**config.mk**
```make
export PLATFORM = sky130hd
export DESIGN_NAME = fp_rint_unit
export DESIGN_NICKNAME = d
export VERILOG_FILES = /design/src/rtl/fp_rint_pkg.sv /design/src/rtl/fp_rint_split.sv /design/src/rtl/fp_rint_decide.sv /design/src/rtl/fp_rint_ctrl.sv /design/src/rtl/fp_rint_unit.sv
export SDC_FILE = /design/constraint.sdc
export NUM_CORES = 1
export LEC_CHECK = 0
export CAP_MARGIN = 30
export CORE_UTILIZATION = 50
export DETAILED_ROUTE_END_ITERATION = 6
export PLACE_DENSITY = 0.7
export SLEW_MARGIN = 10
export SYNTH_ARGS = -nofsm -noshare
export SYNTH_HDL_FRONTEND = slang
export SYNTH_SLANG_ARGS = --single-unit
```
**constraint.sdc**
```tcl
create_clock -name clk_i -period 3 [get_ports clk_i]
set_clock_uncertainty 0.2 [all_clocks]
set_input_delay 0.6 -clock clk_i [delete_from_list [all_inputs] [get_ports clk_i]]
set_output_delay 0.6 -clock clk_i [all_outputs]
set_load 0.01 [all_outputs]
```
**src/rtl/fp_rint_pkg.sv**
```systemverilog
package fp_rint_pkg;
  localparam int EXP_W  = 8;
  localparam int MAN_W  = 23;
  localparam int WORD_W = 1 + EXP_W + MAN_W;
  localparam int BIAS   = (1 << (EXP_W - 1)) - 1;

  typedef enum logic [1:0] {
    RM_NEAR  = 2'd0,
    RM_ZERO  = 2'd1,
    RM_UP    = 2'd2,
    RM_DOWN  = 2'd3
  } rmode_e;

  typedef struct packed {
    logic              pass;
    logic              tiny;
    logic              sign;
    logic              lsb;
    logic              half;
    logic              rest;
    logic [WORD_W-1:0] trunc;
    logic [WORD_W-1:0] step;
  } rint_split_t;
endpackage

```
**src/rtl/fp_rint_split.sv**
```systemverilog
// Splits the operand into integral part, rounding step and fraction summary.
module fp_rint_split
  import fp_rint_pkg::*;
(
  input  logic [WORD_W-1:0] op_i,
  output rint_split_t       split_o
);
  localparam logic [EXP_W-1:0] INT_LIM = EXP_W'(BIAS + MAN_W);
  localparam logic [EXP_W-1:0] ONE_EXP = EXP_W'(BIAS);
  localparam logic [WORD_W-1:0] ONE_WORD = WORD_W'(BIAS) << MAN_W;

  logic [EXP_W-1:0]  exp_f;
  logic [MAN_W-1:0]  man_f;
  logic [EXP_W-1:0]  fsh;
  logic [WORD_W-1:0] step, fmask;

  assign exp_f = op_i[WORD_W-2 -: EXP_W];
  assign man_f = op_i[MAN_W-1:0];
  assign fsh   = INT_LIM - exp_f;
  assign step  = WORD_W'(1) << fsh;
  assign fmask = step - WORD_W'(1);

  always_comb begin
    split_o       = '0;
    split_o.sign  = op_i[WORD_W-1];
    split_o.pass  = (exp_f == '1) || (exp_f >= INT_LIM);
    split_o.tiny  = exp_f < ONE_EXP;
    if (split_o.pass) begin
      split_o.trunc = op_i;
    end else if (split_o.tiny) begin
      // |x| < 1: integral part is signed zero, step reaches 1.0
      split_o.trunc = {split_o.sign, {(WORD_W-1){1'b0}}};
      split_o.step  = ONE_WORD;
      split_o.half  = (exp_f == ONE_EXP - EXP_W'(1));
      split_o.rest  = split_o.half ? (man_f != '0) : (op_i[WORD_W-2:0] != '0);
    end else begin
      split_o.trunc = op_i & ~fmask;
      split_o.step  = step;
      split_o.half  = |(op_i & (step >> 1));
      split_o.rest  = |(op_i & (fmask >> 1));
      // at exponent 0 the integral part is 1, which is odd
      split_o.lsb   = (fsh == EXP_W'(MAN_W)) ? 1'b1 : |(op_i & step);
    end
  end
endmodule

```
**src/rtl/fp_rint_decide.sv**
```systemverilog
// Chooses between magnitude truncation and one integral step up.
module fp_rint_decide
  import fp_rint_pkg::*;
(
  input  logic [1:0]  mode_i,
  input  rint_split_t split_i,
  output logic        up_o,
  output logic        inexact_o
);
  logic frac_nz;
  assign frac_nz   = !split_i.pass && (split_i.half || split_i.rest);
  assign inexact_o = frac_nz;

  always_comb begin
    unique case (rmode_e'(mode_i))
      RM_NEAR: up_o = split_i.half && (split_i.rest || split_i.lsb);
      RM_ZERO: up_o = 1'b0;
      RM_UP:   up_o = frac_nz && !split_i.sign;
      RM_DOWN: up_o = frac_nz &&  split_i.sign;
      default: up_o = 1'b0;
    endcase
  end
endmodule

```
**src/rtl/fp_rint_ctrl.sv**
```systemverilog
module fp_rint_ctrl (
  input  logic       clk_i,
  input  logic       rst_ni,
  input  logic       mode_we_i,
  input  logic [1:0] mode_wdata_i,
  input  logic       flag_set_i,
  output logic [1:0] mode_o,
  output logic       inexact_o
);
  logic [1:0] mode_q;
  logic       inexact_q;

  always_ff @(posedge clk_i or negedge rst_ni) begin
    if (!rst_ni) begin
      mode_q    <= 2'd0;
      inexact_q <= 1'b0;
    end else begin
      if (mode_we_i) mode_q <= mode_wdata_i;
      if (flag_set_i) inexact_q <= 1'b1;
    end
  end

  assign mode_o    = mode_q;
  assign inexact_o = inexact_q;

  AST_MODE_HOLD: assert property (@(posedge clk_i) disable iff (!rst_ni)
    !mode_we_i |=> $stable(mode_q));
  AST_MODE_LOAD: assert property (@(posedge clk_i) disable iff (!rst_ni)
    mode_we_i |=> mode_q == $past(mode_wdata_i));
  AST_FLAG_STICKY: assert property (@(posedge clk_i) disable iff (!rst_ni)
    inexact_q |=> inexact_q);
endmodule

```
**src/rtl/fp_rint_unit.sv**
```systemverilog
module fp_rint_unit
  import fp_rint_pkg::*;
(
  input  logic        clk_i,
  input  logic        rst_ni,
  input  logic        valid_i,
  input  logic [31:0] op_i,
  input  logic        mode_we_i,
  input  logic [1:0]  mode_wdata_i,
  output logic        valid_o,
  output logic [31:0] result_o,
  output logic [2:0]  ctrl_o
);
  rint_split_t       split;
  logic              up, inexact;
  logic [1:0]        mode;
  logic              flag;
  logic [WORD_W-1:0] res_d, res_q;
  logic              vld_q;

  fp_rint_split u_split (.op_i(op_i), .split_o(split));

  fp_rint_decide u_decide (
    .mode_i(mode), .split_i(split), .up_o(up), .inexact_o(inexact)
  );

  fp_rint_ctrl u_ctrl (
    .clk_i(clk_i), .rst_ni(rst_ni),
    .mode_we_i(mode_we_i), .mode_wdata_i(mode_wdata_i),
    .flag_set_i(valid_i && inexact),
    .mode_o(mode), .inexact_o(flag)
  );

  // adding the step to the bit pattern carries into the exponent as needed
  assign res_d = up ? split.trunc + split.step : split.trunc;

  always_ff @(posedge clk_i or negedge rst_ni) begin
    if (!rst_ni) begin
      vld_q <= 1'b0;
      res_q <= '0;
    end else begin
      vld_q <= valid_i;
      if (valid_i) res_q <= res_d;
    end
  end

  assign valid_o  = vld_q;
  assign result_o = res_q;
  assign ctrl_o   = {flag, mode};

  AST_VALID_LAT: assert property (@(posedge clk_i) disable iff (!rst_ni)
    valid_i |=> valid_o);
  AST_IDLE_LAT: assert property (@(posedge clk_i) disable iff (!rst_ni)
    !valid_i |=> !valid_o);
  AST_PASS_SAME: assert property (@(posedge clk_i) disable iff (!rst_ni)
    valid_i && split.pass |=> result_o == $past(op_i));
  AST_PASS_NOFLAG: assert property (@(posedge clk_i) disable iff (!rst_ni)
    valid_i && split.pass && !flag |=> !ctrl_o[2]);
  AST_SIGN_KEEP: assert property (@(posedge clk_i) disable iff (!rst_ni)
    valid_i |=> result_o[31] == $past(op_i[31]));
endmodule

```
==> impl_metrics.json, run 1 <==
{
  "muxShareOfSynthArea_pct": 6.478,
  "ys.flop_type": "dfrtp_1",
  "grt_max_degree": 47,
  "grt-ovfl-total": 1,
  "ioPinCount": 74,
  "syn-instance-count": 812,
  "synth_top_family_by_area": "compound AO/OA/AOI/OAI gates",
  "htreeDepth": 2,
  "start_util_pct": 51.42,
  "ys_ff_latch": 36,
  "ys_warn_count": 0,
  "std_cell_rows": 39,
  "synthArstFlopShare_pct": 100.0,
  "die_w_um": 110.4,
  "cts.path.max_buffers": 2,
  "place_hpwl_mm": 21.87,
  "outcome.stop_stage": "global routing",
  "numCtsBuffers": 5,
  "synth-simple-area-share_pct": 25.59,
  "synth_cell_types": 99,
  "cts_num_sinks": 36,
  "synth_enable_flop_cells": 0,
  "tool.error": "[ERROR GRT-0116] Global routing finished with congestion. Check the congestion regions in the DRC Viewer.",
  "syn_avg_cell_area_um2": 7.231,
  "status": "aborted with a tool error",
  "ys_seq_area_share_pct": 15.34,
  "grt_pass1_vias": 10541,
  "synth-compound-area-share_pct": 34.26,
  "io_buffers": 73,
  "gp_congestion": 1.298,
  "clock-root-buffer": "clkbuf_16",
  "synth_adder_area_share_pct": 7.756,
  "fp.dieH_um": 110.4,
  "grt_pass1_wl_mm": 59.04,
  "synth_nets": 885,
  "syn_area_um2": 5872,
  "synth_xor_area_share_pct": 4.901,
  "grt.total_usage_pct": 65.87
}
-- synthesized netlist by cell type (4+ instances only) --
library cell | n | area [um^2]
a21oi_1 | 84 | 420.4
buf_2 | 17 | 85.08
o22ai_1 | 5 | 31.28
buf_6 | 4 | 45.04
o31ai_1 | 13 | 97.59
xor2_1 | 6 | 52.55
nor4_1 | 8 | 50.05
inv_1 | 25 | 93.84
nand2_1 | 55 | 206.5
nor2_1 | 115 | 431.7
nand2b_1 | 9 | 56.30
a31oi_1 | 7 | 43.79
dfrtp_1 | 36 | 900.9
mux2i_1 | 32 | 320.3
a211oi_1 | 11 | 82.58
o21bai_1 | 9 | 67.56
and2_1 | 10 | 62.56
or3_1 | 4 | 25.02
a221oi_1 | 5 | 43.79
a22oi_1 | 8 | 60.06
o21ai_0 | 51 | 255.2
nor2b_1 | 11 | 68.82
a21boi_0 | 8 | 60.06
nand4_1 | 14 | 87.58
o221ai_1 | 4 | 35.03
o21ai_1 | 4 | 20.02
clkbuf_1 | 21 | 78.83
o211ai_1 | 7 | 52.55
and3_1 | 9 | 56.30
xnor2_1 | 25 | 219.0
o21a_1 | 11 | 82.58
a21o_1 | 16 | 120.1
ha_1 | 34 | 425.4
nor3_1 | 25 | 125.1
mux2_2 | 4 | 45.04
nand3_1 | 14 | 70.07
-- per-stage QoR --
step                      cell area [um^2]  std cells  setup WS [ps]  hold slack [ps]  TNS, ps
after floorplan                       6262        812          -2161            104.4   -45410
after global placement                9385       1311          -2810            261.3   -75690
after detailed placement              9385       1311          -3018            287.3   -79100
after CTS                            10290       1353          -2148            219.7   -57400
-- repair_timing --
| action | 4_1_cts |
|---|---|
| hold buffers | 0 |
| resized for setup | 123 |
| endpoints found under the setup margin | 33 |
| setup buffers | 31 |
| pin swaps | 75 |
| gates cloned | 4 |
-- per-layer routing --
| layer | track usage (%) | overflow |
|---|---|---|
| met1 | 66.25 | 0 |
| met5 | 21.43 | 0 |
| met2 | 86.82 | 1 |
| met4 | 64.38 | 0 |
| met3 | 44.27 | 0 |
-- cell families after synthesis --
logic type / after synthesis
buffers and inverters: 72
AOI/OAI and AO/OA: 295
xor gates and xnor gates: 32
DFF: 36
and+or+nand+nor: 304
muxes: 37
adders and majority gates: 36
==> run 2: changes to the inputs <==
--- a/config.mk
+++ b/config.mk
@@ -6,9 +6,9 @@
 export NUM_CORES = 1
 export LEC_CHECK = 0
 export CAP_MARGIN = 30
-export CORE_UTILIZATION = 50
+export CORE_UTILIZATION = 35
 export DETAILED_ROUTE_END_ITERATION = 6
-export PLACE_DENSITY = 0.7
+export PLACE_DENSITY_LB_ADDON = 0.15
 export SLEW_MARGIN = 10
 export SYNTH_ARGS = -nofsm -noshare
 export SYNTH_HDL_FRONTEND = slang
==> run 2 against run 1 <==
  * The flow now finishes, with violations (setup timing)
  * Synthesized cell count unchanged
  * Area after synthesis is the same
==> impl_metrics.json, run 2 <==
{
  "grt_max_degree": 50,
  "cts_tree": "done",
  "grt_pass1_wl_mm": 50.27,
  "utilization_pct": 67.93,
  "critical_path_arrival_ps": 5210,
  "std_cell_rows": 46,
  "ys_ff_latch": 36,
  "cp-start-kind": "input pin",
  "synthTopCellsByCount": "nor2_1, a21oi_1, nand2_1",
  "clock-root-buffer": "clkbuf_16",
  "coreArea_um2": 16120,
  "routed_via_density": 6.030,
  "setup_slack_ps": -2263,
  "n_antenna_cell": 0,
  "syn2layout_area_growth_pct": 86.43,
  "cp-end-kind": "flip-flop",
  "path_max_fanout": 6,
  "start_util_pct": 36.44,
  "numCtsBuffers": 5,
  "status": "finished, violations left",
  "syn_area_um2": 5872,
  "ys_warn_count": 0,
  "syn_avg_cell_area_um2": 7.231,
  "yosysMostFrequentCell": "nor2_1",
  "cts_num_sinks": 36,
  "final_common_cell": "buf_4",
  "rr_endpoint": "result_o[24]$_DFFE_PN0P_",
  "use_met1_pct": 47.54,
  "cts.path.max_buffers": 2,
  "tightest_slew_ps": 866.1,
  "pwr-share-comb_pct": 57.9,
  "ir_drop_mv": 0.2544,
  "fill_cells": 1286,
  "synth.area.top_cells": "dfrtp_1, nor2_1, ha_1, a21oi_1, mux2i_1",
  "antenna_found_initial": 1,
  "syn-instance-count": 812,
  "min_period_over_period_pct": 175.4,
  "setup_tns_ps": -55430,
  "ys_seq_area_share_pct": 15.34,
  "stdcell_area_um2": 10950,
  "synth_top_area_share_pct": 15.34,
  "drive_above_1_share_pct": 46.65,
  "min_path_type": "input pin to async pin",
  "synth_nets": 885,
  "report.final.slew_viol_count": 0,
  "synth_enable_flop_cells": 0,
  "die_w_um": 131.5,
  "drt-initial-drc-count": 1003,
  "wl_per_cell_um": 23.14,
  "met3_usage_pct": 6.790,
  "violations": "setup timing",
  "clk_pin_slew_worst_paths_ps": 60,
  "nets": 1311,
  "gp_congestion": 1.028,
  "r2r_cells": 8,
  "timing.slew.headroom_pct": 42.26,
  "p_sw_w": 0.001108,
  "internal_power_w": 0.001745,
  "via_count": 8774,
  "grt_setup_unrepaired": "yes",
  "die-area_um2": 17300,
  "drv_cap": 0,
  "r2r-start": "u_ctrl.mode_o[1]$_DFFE_PN0P_",
  "drt_drc_violations_left": 0,
  "clkPwrFrac_pct": 21.8,
  "fp.dieH_um": 131.5,
  "largest_register_ffs": 32,
  "grt-ovfl-total": 0,
  "dr.pass1.iters": 7,
  "ant_nets": 0,
  "reg2reg_slack_ps": 520,
  "synth_cell_types": 99,
  "top_usage_layer": "met2",
  "place_hpwl_mm": 25.42,
  "worstSkewPairLatency_ps": 290,
  "grt_pass1_vias": 8787,
  "p_seq_share_pct": 20.3,
  "place_area_um2": 9594,
  "path_class": "input pin to flip-flop",
  "fmax_mhz": 190.0,
  "hold_viol_final": 0,
  "dp.cells": 1398,
  "leakage_nw": 4.789,
  "final_cell_mix": "buf_4, nor2_1, a21oi_1, clkdlybuf4s50_1, nand2_1",
  "critPathRequiredTime_ps": 2940,
  "wirelength_mm": 33.67,
  "powerDensity_nw_per_um2": 260.6,
  "io_buffers": 73,
  "netSwitchingFraction_pct": 38.85,
  "ctsHoldBuffers": 0,
  "finalSetupViolCount": 33,
  "htreeDepth": 2,
  "ioPinCount": 74,
  "synthArstFlopShare_pct": 100.0,
  "grt.total_usage_pct": 37.73,
  "synth_top_cell_by_area": "dfrtp_1",
  "stdcell_count": 1455,
  "grt.met2_usage_pct": 63.46,
  "layout_min_cycle_time_ps": 5263,
  "ys.flop_type": "dfrtp_1",
  "p_total_w": 0.002853
}
[run 2: worst max-delay path, cell delays in order]
cell	delay [ps]
clkbuf_4	160
or4b_4	570
o21ai_4	100
nor2_4	60
nor2_4	150
nand2_2	100
ha_4	180
o311a_1	100
o211ai_1	160
nand2_2	140
mux2_4	330
a221oi_2	270
o21a_1	240
ha_4	250
a21o_1	210
buf_6	130
o21ai_4	150
o31ai_4	110
o311ai_4	310
a21o_1	250
buf_6	140
o21bai_4	60
a21oi_2	150
xnor2_1	80
mux2i_1	130
a21oi_1	80
[run 2: cells by family after synthesis]
family                   share of synthesized area (%)
AND/OR/NAND/NOR                                  25.59
AO/OA/AOI/OAI                                    34.26
buffers and inverters                            5.668
multiplexers                                     6.478
adder cells (fa/ha/maj)                          7.756
flip-flops                                       15.34
XOR/XNOR                                         4.901
[run 2: area by class of cell]
type                       count  area (um^2)  share of cell area (%)
clock buffer                   5        125.1                   1.143
clock inverter                 3        42.54                  0.3886
inverter                      26        110.1                   1.006
multi-input combinational    704         5664                   51.74
sequential                    36        900.9                   8.230
tap                          216        270.3                   2.469
timing repair buffer         465         3834                   35.02
[run 2: timing repair]
item | 4_1_cts | 5_1_grt
gates cloned | 1 | 0
pin swaps | 86 | 59
hold endpoints to repair | 0 | 0
setup endpoints to repair | 33 | 33
resized for setup | 132 | 66
buffers inserted | 33 | 20
[run 2: per-stage QoR]
step	hold slack (ps)	setup slack, ps
6_report	188.3	-2263
5_1_grt	262.8	-2431
4_1_cts	213.3	-2129
3_5_place_dp	286.3	-3018
3_3_place_gp	260.6	-2834
2_1_floorplan	104.4	-2161
[run 2: worst max path at each step]
stage | start | endpoint | slack, ps | cells past startpoint
floorplan | op_i[28] | result_o[31]$_DFFE_PN0P_ | -2160 | 24
global placement | op_i[23] | result_o[29]$_DFFE_PN0P_ | -2830 | 27
detailed placement | op_i[23] | result_o[31]$_DFFE_PN0P_ | -3020 | 26
CTS | op_i[24] | result_o[31]$_DFFE_PN0P_ | -2130 | 25
global route | op_i[23] | result_o[29]$_DFFE_PN0P_ | -2430 | 27
finish | op_i[25] | result_o[29]$_DFFE_PN0P_ | -2260 | 26
[run 2: layer usage]
metal,vias up,routed length (um)
met5,-,0
met4,0,1594
met3,143,2918
met2,538,15670
met1,4193,13490
li1,3900,-
[run 2: power by group through the flow]
stage | combinational (W) | sequential [W] | clock [W]
after floorplan | 0.000623 | 0.000609 | 0
after global placement | 0.00141 | 0.000583 | 0
after detailed placement | 0.00142 | 0.000585 | 0
after CTS | 0.00153 | 0.000578 | 0.000616
after global routing | 0.00174 | 0.000585 | 0.000650
final | 0.00165 | 0.000579 | 0.000621
Note: power is estimated with default switching activity, not from simulation.
==> run 3: changes to the inputs <==
==> constraint.sdc (replaced) <==
create_clock -name clk_i -period 4.6 [get_ports clk_i]
set_clock_uncertainty 0.2 [all_clocks]
set_input_delay 0.92 -clock clk_i [delete_from_list [all_inputs] [get_ports clk_i]]
set_output_delay 0.92 -clock clk_i [all_outputs]
set_load 0.01 [all_outputs]
==> run 3 against run 2 <==
  * Routed wire length fell by 13%
  * Register-to-register slack improved by 1600 ps
  * Sequential power fell by 35%
  * The flow still finishes with violations (setup timing)
  * Utilization fell by 3.3 points
  * Worst hold slack improved by 86 ps
  * Cell area fell by 4.8%
  * Worst setup slack improved by 1300 ps
  * Non-clock buffer count fell by 41
  * Power fell by 39%
  * Critical path depth fell by 1
==> impl_metrics.json, run 3 (synthesized netlist as in run 2, its figures left out) <==
{
  "cp-start-kind": "input pin",
  "cts.path.max_buffers": 2,
  "violations": "setup timing",
  "place_area_um2": 9236,
  "die_w_um": 131.5,
  "grt_setup_unrepaired": "yes",
  "grt_pass1_vias": 7978,
  "fmax_mhz": 180.1,
  "routed_via_density": 5.826,
  "start_util_pct": 36.44,
  "stdcell_count": 1414,
  "min_path_type": "flip-flop to flip-flop",
  "layout_min_cycle_time_ps": 5551,
  "grt_pass1_wl_mm": 44.20,
  "timing.slew.headroom_pct": 44.78,
  "drive_above_1_share_pct": 41.85,
  "path_max_fanout": 5,
  "antenna_found_initial": 1,
  "grt.total_usage_pct": 32.86,
  "place_ws_ps": -1671,
  "coreArea_um2": 16120,
  "cts_tree": "done",
  "ant_nets": 0,
  "drt-initial-drc-count": 769,
  "cp_num_buf_inv": 2,
  "grt-ovfl-total": 0,
  "utilization_pct": 64.67,
  "fp.dieH_um": 131.5,
  "drt_drc_violations_left": 0,
  "io_buffers": 73,
  "drv_cap": 0,
  "gp_congestion": 1.060,
  "dr.pass1.iters": 6,
  "cts_num_sinks": 36,
  "numCtsBuffers": 5,
  "critPathRequiredTime_ps": 4590,
  "largest_register_ffs": 32,
  "ir_drop_mv": 0.1350,
  "wirelength_mm": 29.28,
  "critical_path_arrival_ps": 5540,
  "nets": 1270,
  "cp-end-kind": "flip-flop",
  "final_common_cell": "buf_4",
  "grt_max_degree": 38,
  "die-area_um2": 17300,
  "dp.cells": 1359,
  "leakage_nw": 4.553,
  "p_total_w": 0.001739,
  "syn2layout_area_growth_pct": 77.48,
  "path_class": "input pin to flip-flop",
  "via_count": 8238,
  "report.final.slew_viol_count": 0,
  "wl_per_cell_um": 20.71,
  "final_cell_mix": "buf_4, nor2_1, a21oi_1, clkdlybuf4s50_1, nand2_1",
  "ctsHoldBuffers": 0,
  "std_cell_rows": 46,
  "status": "finished, violations left",
  "worstSkewPairLatency_ps": 280,
  "max_stage_delay_ps": 530,
  "clock-root-buffer": "clkbuf_16",
  "htreeDepth": 2,
  "ioPinCount": 74,
  "finalSetupViolCount": 32,
  "tightest_slew_ps": 828.3,
  "place_hpwl_mm": 22.43,
  "clk_pin_slew_worst_paths_ps": 50,
  "min_period_over_period_pct": 120.7,
  "hold_viol_final": 0,
  "cp_top_family": "compound AO/OA/AOI/OAI gates",
  "stdcell_area_um2": 10420,
  "powerDensity_nw_per_um2": 166.9,
  "setup_slack_ps": -951.2,
  "slowest_stage": "or4b_4"
}
run 3: cell count changes in the layout (fill, tap and decap cells not counted), sizes merged:
cell      change
buf          -42
bufbuf        +1
bufinv        -1
clkbuf        +2
clkinv        -1
clkinvlp      -1
diode         +1
run 3: final timing paths:
kind	start	end	slack [ps]	cells after the start
max in group asynchronous	rst_ni	result_o[8]$_DFFE_PN0P_	3140	1
hold reg to reg	u_ctrl.inexact_o$_DFFE_PN0P_	u_ctrl.inexact_o$_DFFE_PN0P_	270	1
setup reg to reg	u_ctrl.mode_o[1]$_DFFE_PN0P_	result_o[18]$_DFFE_PN0P_	2100	9
min in group asynchronous	rst_ni	result_o[30]$_DFFE_PN0P_	540	1
hold / removal	u_ctrl.inexact_o$_DFFE_PN0P_	u_ctrl.inexact_o$_DFFE_PN0P_	270	1
setup / recovery	op_i[28]	result_o[31]$_DFFE_PN0P_	-950	25
run 3: stage by stage:
step / setup TNS (ps) / hold WS, ps
detailed placement: -37470 / 251.6
finish: -15490 / 274.0
global placement: -35790 / 253.5
CTS: -12950 / 275.4
global route: -21180 / 288.1
floorplan: -9931 / 235.9
run 3: area by class of cell:
type	count	area, um^2
fillers	1378	5694
multi-input cells	704	5419
repair buffers	424	3563
flip-flops and latches	36	900.9
well taps	216	270.3
clock buffers	7	152.6
inverters	26	112.6
diodes	1	2.502
run 3: what timing repair did:
| item | CTS | global route |
|---|---|---|
| buffers inserted | 35 | 15 |
| setup endpoints to repair | 33 | 33 |
| gates resized for setup | 87 | 82 |
| pin swaps | 65 | 56 |
| gates cloned | 2 | 0 |
run 3: layer usage:
layer,wire [um],track usage (%)
met4,1229,11.69
met3,2422,6.674
met2,13380,53.09
met5,0,0
met1,12240,43.06
run 3: report_power, final:
| group | total [W] | internal (W) | switching (W) |
|---|---|---|---|
| logic | 0.00101 | 0.000502 | 0.000505 |
| registers | 0.000376 | 0.000354 | 0.0000225 |
| clock network | 0.000357 | 0.000227 | 0.000129 |
==> run 4: changes to the inputs <==
--- a/config.mk
+++ b/config.mk
@@ -5,10 +5,8 @@
 export SDC_FILE = /design/constraint.sdc
 export NUM_CORES = 1
 export LEC_CHECK = 0
-export CAP_MARGIN = 30
 export CORE_UTILIZATION = 35
 export DETAILED_ROUTE_END_ITERATION = 6
-export PLACE_DENSITY_LB_ADDON = 0.15
 export SLEW_MARGIN = 10
 export SYNTH_ARGS = -nofsm -noshare
 export SYNTH_HDL_FRONTEND = slang
==> run 4 against run 3 <==
  * The run still ends with setup timing left
  * Sequential cell count did not move
  * Register-to-register slack improved by 60 ps
  * Utilization shrank 1.4 points
  * Via count up 0.69%
  * Critical path depth unchanged
  * Final cell count down 0.57%
  * Clock-buffer cell count decreased by 2
  * Sequential share of layout area rose by 0.19 points
  * Worst hold slack got worse by 6.8 ps
  * Largest power group unchanged
==> impl_metrics.json, run 4 (synthesized netlist as in run 2, its figures left out) <==
{
  "status": "finished, violations left",
  "violations": "setup timing",
  "stdcell_count": 1406,
  "wirelength_mm": 29.22,
  "utilization_pct": 63.25,
  "critPathRequiredTime_ps": 4570,
  "stdcell_area_um2": 10190,
  "timing.slew.headroom_pct": 42.11,
  "path_max_fanout": 4,
  "wl_per_cell_um": 20.78,
  "grt_pass1_wl_mm": 44.59,
  "r2r-start": "u_ctrl.mode_o[1]$_DFFE_PN0P_",
  "clk_pin_slew_worst_paths_ps": 60,
  "regArea_um2": 900.9,
  "cts.path.max_buffers": 2,
  "fmax_mhz": 180.9,
  "via_count": 8295,
  "finalSetupViolCount": 26,
  "critical_path_arrival_ps": 5500,
  "start_util_pct": 36.44,
  "hold_depth": 1,
  "p_total_w": 0.001755,
  "drt-initial-drc-count": 882,
  "syn2layout_area_growth_pct": 73.60,
  "met3_usage_pct": 6.173,
  "cp-end-kind": "flip-flop",
  "gp_congestion": 1.054,
  "std_cell_rows": 46,
  "drt_drc_violations_left": 0,
  "ir_drop_mv": 0.2049,
  "ioPinCount": 74,
  "slowest_stage": "ha_2",
  "top_usage_layer": "met2",
  "cp-start-kind": "input pin",
  "setup_slack_ps": -929.3,
  "cts_tree": "done",
  "tightest_slew_ps": 868.3,
  "leakage_nw": 4.449,
  "rr_endpoint": "result_o[15]$_DFFE_PN0P_",
  "path_class": "input pin to flip-flop",
  "min_from": "u_ctrl.inexact_o$_DFFE_PN0P_",
  "die_w_um": 131.5,
  "io_buffers": 73,
  "drv_cap": 0,
  "routed_via_density": 5.900,
  "multi_input_comb_area_um2": 5355,
  "drive_above_1_share_pct": 41.18,
  "grt-ovfl-total": 0,
  "reg2reg_slack_ps": 2160,
  "min_period_over_period_pct": 120.2,
  "htreeDepth": 2,
  "r2r_cells": 9,
  "worstSkewPairLatency_ps": 290,
  "largest_register_ffs": 32,
  "cts_num_sinks": 36,
  "die-area_um2": 17300,
  "report.final.slew_viol_count": 0,
  "powerDensity_nw_per_um2": 172.2,
  "grt_max_degree": 38,
  "grt_setup_unrepaired": "yes",
  "min_path_type": "flip-flop to flip-flop",
  "fill_cells": 1394,
  "dp.cells": 1360,
  "clock-root-buffer": "clkbuf_16",
  "hold_end": "u_ctrl.inexact_o$_DFFE_PN0P_",
  "layout_min_cycle_time_ps": 5529,
  "hold_viol_final": 0,
  "final_cell_mix": "buf_4, nor2_1, a21oi_1, clkdlybuf4s50_1, nand2_1",
  "dr.pass1.iters": 5,
  "grt.total_usage_pct": 32.98,
  "fp.dieH_um": 131.5,
  "max_stage_delay_ps": 330,
  "ant_nets": 0,
  "grt_pass1_vias": 8209,
  "use_met1_pct": 42.05,
  "n_antenna_cell": 0,
  "grt.met2_usage_pct": 53.73,
  "place_area_um2": 9219,
  "antenna_found_initial": 0,
  "final_common_cell": "buf_4",
  "nets": 1262,
  "numCtsBuffers": 5,
  "place_hpwl_mm": 22.60,
  "coreArea_um2": 16120
}
==> run 4: power breakdown <==
part           total [W]  switching, W  internal [W]  leakage [nW]
logic           0.000970      0.000495      0.000476          3.94
clock network   0.000408      0.000153      0.000255        0.0798
registers       0.000377     0.0000231      0.000354         0.427
total            0.00175      0.000670       0.00108          4.45
==> run 4: layout make-up <==
class,instances,share of cell area (%)
clock buffers,5,1.227
flip-flops and latches,36,8.838
clock inverters,3,0.4173
inverters,26,1.080
multi-input cells,704,52.53
well taps,216,2.651
repair buffers,416,33.25
==> run 4: worst max-delay path by stage <==
stage / from / to / slack, ps / depth (start not counted)
detailed placement: op_i[25] / result_o[29]$_DFFE_PN0P_ / -1640 / 26
global placement: op_i[23] / result_o[29]$_DFFE_PN0P_ / -1500 / 23
finish: op_i[23] / result_o[31]$_DFFE_PN0P_ / -930 / 25
global route: op_i[23] / result_o[29]$_DFFE_PN0P_ / -1190 / 28
floorplan: op_i[28] / result_o[31]$_DFFE_PN0P_ / -880 / 24
CTS: op_i[24] / result_o[31]$_DFFE_PN0P_ / -880 / 25
==> run 4: repair_timing <==
item	CTS	global route
pin swaps	69	38
gates cloned	1	0
hold buffers	0	0
hold endpoints to repair	0	0
buffers inserted	32	10
gates resized for setup	104	39
setup endpoints to repair	33	32
==> run 4: critical path: cells and delay by family <==
family          cells  cell delay, ps
buf+inv             1             100
simple gates        6            1030
fa+ha+maj           3             670
compound gates     15            2780
==> run 4: metrics by stage <==
step / setup slack, ps / TNS [ps] / hold slack (ps)
2_1_floorplan: -882.8 / -9931 / 235.9
3_3_place_gp: -1502 / -34360 / 256.1
3_5_place_dp: -1639 / -36630 / 260.3
4_1_cts: -878.2 / -9820 / 272.3
5_1_grt: -1193 / -18480 / 284.7
6_report: -929.3 / -11920 / 267.2
==> run 4: routing by layer <==
layer	vias to the layer above	part of all wire [%]
li1	3793	-
met1	3910	40
met2	476	45
met3	116	9.6
met4	0	5.0
met5	-	0
